`config.mk`:
```
export PLATFORM = sky130hd
export DESIGN_NAME = boot_remap_decoder
export DESIGN_NICKNAME = d
export VERILOG_FILES = /design/src/rtl/brd_pkg.sv /design/src/rtl/brd_remap_reg.sv /design/src/rtl/brd_region_decode.sv /design/src/rtl/boot_remap_decoder.sv
export SDC_FILE = /design/constraint.sdc
export NUM_CORES = 1
export LEC_CHECK = 0
export ABC_AREA = 1
export ABC_CLOCK_PERIOD_IN_PS = 2470
export CORE_MARGIN = 2
export CORE_UTILIZATION = 30
export DETAILED_ROUTE_END_ITERATION = 8
export PLACE_DENSITY = 0.81
export SLEW_MARGIN = 20
export SYNTH_ARGS = -nofsm -noshare
export SYNTH_HDL_FRONTEND = slang
export SYNTH_SLANG_ARGS = --single-unit
```
`constraint.sdc`:
```
create_clock -name clk -period 2.47 [get_ports clk]
set_clock_uncertainty 0.05 [all_clocks]
set_input_delay 0.3705 -clock clk [delete_from_list [all_inputs] [get_ports clk]]
set_output_delay 0.3705 -clock clk [all_outputs]
set_load 0.02 [all_outputs]
```
`src/rtl/brd_pkg.sv`:
```
package brd_pkg;
  localparam int NUM_CS     = 4;
  localparam int SEL_ROM    = 0;
  localparam int SEL_CS0    = 1;
  localparam int SEL_SDRAM  = SEL_CS0 + NUM_CS;
  localparam int SEL_PERIPH = SEL_SDRAM + 1;
  localparam int SEL_FBUF   = SEL_PERIPH + 1;
  localparam int NSEL       = SEL_FBUF + 1;

  // region and window codes, top nibble and next nibble of the address
  localparam int SDRAM_REGION = 4;
  localparam int INT_REGION   = 15;
  localparam int ROM_WIN      = 9;
  localparam int FBUF_WIN     = 12;
  localparam int PERIPH_WIN   = 15;
endpackage

```
`src/rtl/brd_remap_reg.sv`:
```
module brd_remap_reg (
  input  logic clk,
  input  logic rst,
  input  logic boot_pin,
  input  logic we,
  input  logic wdata,
  output logic remap_q
);
  always_ff @(posedge clk) begin
    if (rst)     remap_q <= ~boot_pin;
    else if (we) remap_q <= wdata;
  end
endmodule

```
`src/rtl/brd_region_decode.sv`:
```
module brd_region_decode
  import brd_pkg::*;
#(
  parameter int ADDR_W   = 32,
  parameter int REGION_W = 4,
  parameter int WIN_W    = 4,
  parameter int ROM_AW   = 10
) (
  input  logic [ADDR_W-1:ROM_AW] addr_hi,
  input  logic                   remap,
  output logic [NSEL-1:0]        sel,
  output logic                   err
);
  localparam int HI_W = ADDR_W - ROM_AW;

  logic [REGION_W-1:0] region;
  logic [WIN_W-1:0]    win;
  logic                alias_hit;
  logic [NUM_CS-1:0]   cs_hit;

  assign region    = addr_hi[ADDR_W-1 -: REGION_W];
  assign win       = addr_hi[ADDR_W-REGION_W-1 -: WIN_W];
  assign alias_hit = remap && (addr_hi == {HI_W{1'b0}});

  for (genvar i = 0; i < NUM_CS; i++) begin : g_cs
    if (i == 0) begin : g_first
      assign cs_hit[i] = (region == REGION_W'(i)) && !alias_hit;
    end else begin : g_rest
      assign cs_hit[i] = (region == REGION_W'(i));
    end
  end

  always_comb begin
    sel = '0;
    err = 1'b0;
    if (alias_hit) begin
      sel[SEL_ROM] = 1'b1;
    end else if (|cs_hit) begin
      sel[SEL_CS0 +: NUM_CS] = cs_hit;
    end else if (region == REGION_W'(SDRAM_REGION)) begin
      sel[SEL_SDRAM] = 1'b1;
    end else if (region == REGION_W'(INT_REGION)) begin
      if (win == WIN_W'(ROM_WIN))         sel[SEL_ROM]    = 1'b1;
      else if (win == WIN_W'(FBUF_WIN))   sel[SEL_FBUF]   = 1'b1;
      else if (win == WIN_W'(PERIPH_WIN)) sel[SEL_PERIPH] = 1'b1;
      else                                err             = 1'b1;
    end else begin
      err = 1'b1;
    end
  end
endmodule

```
`src/rtl/boot_remap_decoder.sv`:
```
module boot_remap_decoder
  import brd_pkg::*;
#(
  parameter int ADDR_W   = 32,
  parameter int REGION_W = 4,
  parameter int WIN_W    = 4,
  parameter int ROM_AW   = 10
) (
  input  logic              clk,
  input  logic              rst,
  input  logic              boot_pin,
  input  logic              reg_we,
  input  logic              reg_wdata,
  output logic              reg_rdata,
  input  logic [ADDR_W-1:0] addr_i,
  output logic [NSEL-1:0]   sel_o,
  output logic              err_o
);
  logic            remap_q;
  logic [NSEL-1:0] sel_d;
  logic            err_d;
  logic            unused_low;

  assign unused_low = ^addr_i[ROM_AW-1:0];

  brd_remap_reg u_remap (
    .clk(clk), .rst(rst), .boot_pin(boot_pin),
    .we(reg_we), .wdata(reg_wdata), .remap_q(remap_q)
  );

  brd_region_decode #(
    .ADDR_W(ADDR_W), .REGION_W(REGION_W), .WIN_W(WIN_W), .ROM_AW(ROM_AW)
  ) u_dec (
    .addr_hi(addr_i[ADDR_W-1:ROM_AW]), .remap(remap_q),
    .sel(sel_d), .err(err_d)
  );

  always_ff @(posedge clk) begin
    if (rst) begin
      sel_o <= '0;
      err_o <= 1'b0;
    end else begin
      sel_o <= sel_d;
      err_o <= err_d;
    end
  end

  assign reg_rdata = remap_q;
endmodule

```
==> impl_metrics.csv <==
group,metric,value,unit
finish,post-route-util,58.7,%
sta,layout_setup_ws,833,ps
critical_path,rr_worst_depth,5,
drt,vias,565,
floorplanning,dieWidth,43.9,um
floorplanning,dieArea,1930,um^2
floorplanning,core_area,1510,um^2
cts,clkLatencyLatePin,260,ps
global_routing,grt_max_degree,8,
finish,antennaDiodeCount,0,
global_routing,grt_pass1_wl,2.03,mm
synthesis,yosys-top-cells-area,"dfxtp_1 38%, nor2_1 13%, nand2_1 11%, inv_1 7.1%, edfxtp_1 6.3%",
drt,drc_errors,0,
synthesis,synth_area_per_cell,7.03,um^2
floorplanning,ios,47,
floorplanning,initial_core_util,31.7,%
critical_path,crit_arrival,1220,ps
drt,ant_nets,0,
synthesis,netlist_area,478,um^2
sta,final.setup.tns,0,ps
sta,fin_crit_sh,66.3,%
critical_path,critPathLaunchType,"register",
critical_path,crit_buf_inv,1,
sta,fin_crit,1640,ps
outcome,status,"finished clean",
sta,tightest_slew,219,ps
cts,cts_resized,0,
sta,slew_headroom,85.4,%
drt,drtIter0Drc,12,
power_and_ir_drop,peakVddDrop,0.310,mV
cts,clock_sinks,10,
power_and_ir_drop,p_leak,0.000382,uW
global_routing,antenna_found_initial,0,
synthesis,synthCells,68,
sta,setup_viol,0,
synthesis,synth_seq_area_share,44.0,%
drt,routed_wl,1.19,mm
critical_path,worstSetupPathType,"register to output port",
critical_path,path_cells,"clkdlybuf4s50_1",
finish,layout.nets,146,
critical_path,cp_max_fo,2,
placement,portBuffers,36,
critical_path,crit_family,"buffers and inverters",
sta,whs,640,ps
synthesis,synth_top_area_share,37.7,%
finish,ff_latch_area,210,um^2
synthesis,syn_nets,105,
cts,max-clock-path-buffers,2,
sta,max_freq,611,MHz
global_routing,gr-total-overflow,0,
critical_path,crit_required,2050,ps
sta,final-max-slew-violation-count,0,
cts,clock-root-buffer,"clkbuf_4",
critical_path,cp_slowest_stage_delay,610,ps
cts,cts.clk_slew.worst_paths,70,ps
cts,h-tree-depth,1,
drt,drt_pass1_iterations,4,
cts,hold_buffers,0,
placement,dp_hpwl,1.05,mm
critical_path,slowest_stage,"clkdlybuf4s50_1",
global_routing,grt_pass1_vias,529,
finish,layout-drive-gt1-share,9.26,%
finish,fillers,149,
placement,gp_congestion,0.696,
drt,drt-wirelength-per-cell,9.56,um
hold_path,whs_path_depth,4,
synthesis,synth.yosys.warnings,0,
floorplanning,die_y,43.9,um
global_routing,grt_usage,14.9,%
synthesis,yosys.area.top_type,"dfxtp_1",
run,maxCapViolations,0,
finish,syn_to_final_growth,85.1,%
critical_path,worst-path-stages,1,
cts,cts_tree,"done",
finish,fin_area,885,um^2
hold_path,hold_class,"register to register",
finish,multiInputGateArea,234,um^2
floorplanning,placementRows,14,
power_and_ir_drop,power_density,413,nW/um^2
placement,post_dp_cell_area,858,um^2
sta,hold_violations,0,
synthesis,yosys.cell_types.count,15,
cts,cts_made_buffers,3,
placement,dp_slack,853,ps
drt,vias_per_cell,4.56,
synthesis,ys_ff_latch,10,
cts,cts_setup_buffers,0,
sta,rsz0062_at_grt,"false",
critical_path,end_kind,"output port",
[routing by layer]
layer	track usage, %	part of all wire [%]	up-vias
met4	9.09	2.6	0
li1	-	-	295
met3	5.42	6.6	5
met2	27.9	54	21
met5	0	0	-
met1	13.2	37	244
[per-stage QoR]
stage                     total power [uW]  std cells
after floorplan                        198         68
after global placement                 253        120
after detailed placement               256        120
after CTS                              373        124
after global routing                   386        124
final                                  365        124
[kinds of logic after synthesis]
group                  share of synthesized area, %
AND/OR/NAND/NOR                                46.1
flip-flops                                     44.0
buffers and inverters                          7.07
AO/OA/AOI/OAI                                  2.88
[area by class of cell]
type	count	area share, %
sequential	10	23.8
timing repair buffer	36	40.7
clock buffer	4	2.97
multi-input combinational	49	26.4
inverter	9	3.82
tap	16	2.26
[placed cells by master, fill, tap and decap left out, drive strengths merged]
master / instances
clkbuf: 4
o21ai: 1
dfxtp: 9
edfxtp: 1
nor3b: 1
nor3: 1
nand4: 3
or2: 1
a21oi: 1
nand3: 6
clkdlybuf4s50: 36
nand3b: 1
nor2: 20
inv: 9
nand2: 14
[path summary, 6_finish.rpt]
kind / endpoint / from / slack [ps]
setup / recovery: reg_rdata / u_remap.remap_q / 830
hold / removal: sel_o[0] / u_remap.remap_q / 640
setup reg to reg: sel_o[1] / u_remap.remap_q / 1540
hold reg to reg: sel_o[0] / u_remap.remap_q / 640
[synthesized netlist by cell type (all sizes together)]
cell type,instances
nor2,20
nand2,14
dfxtp,9
inv,9
nand3,6
nand4,3
a21oi,1
edfxtp,1
nand3b,1
nor3,1
nor3b,1
o21ai,1
or2,1
[registers in the layout, indices dropped and copies added (netlist names)]
name             count
err_o                1
sel_o                8
u_remap.remap_q      1
[report_power, final]
part | switching [uW] | internal [uW]
Combinational | 31.0 | 50.8
Clock | 51.6 | 62.1
Sequential | 1.36 | 169
No activity file was read; power rests on OpenSTA's default activity.
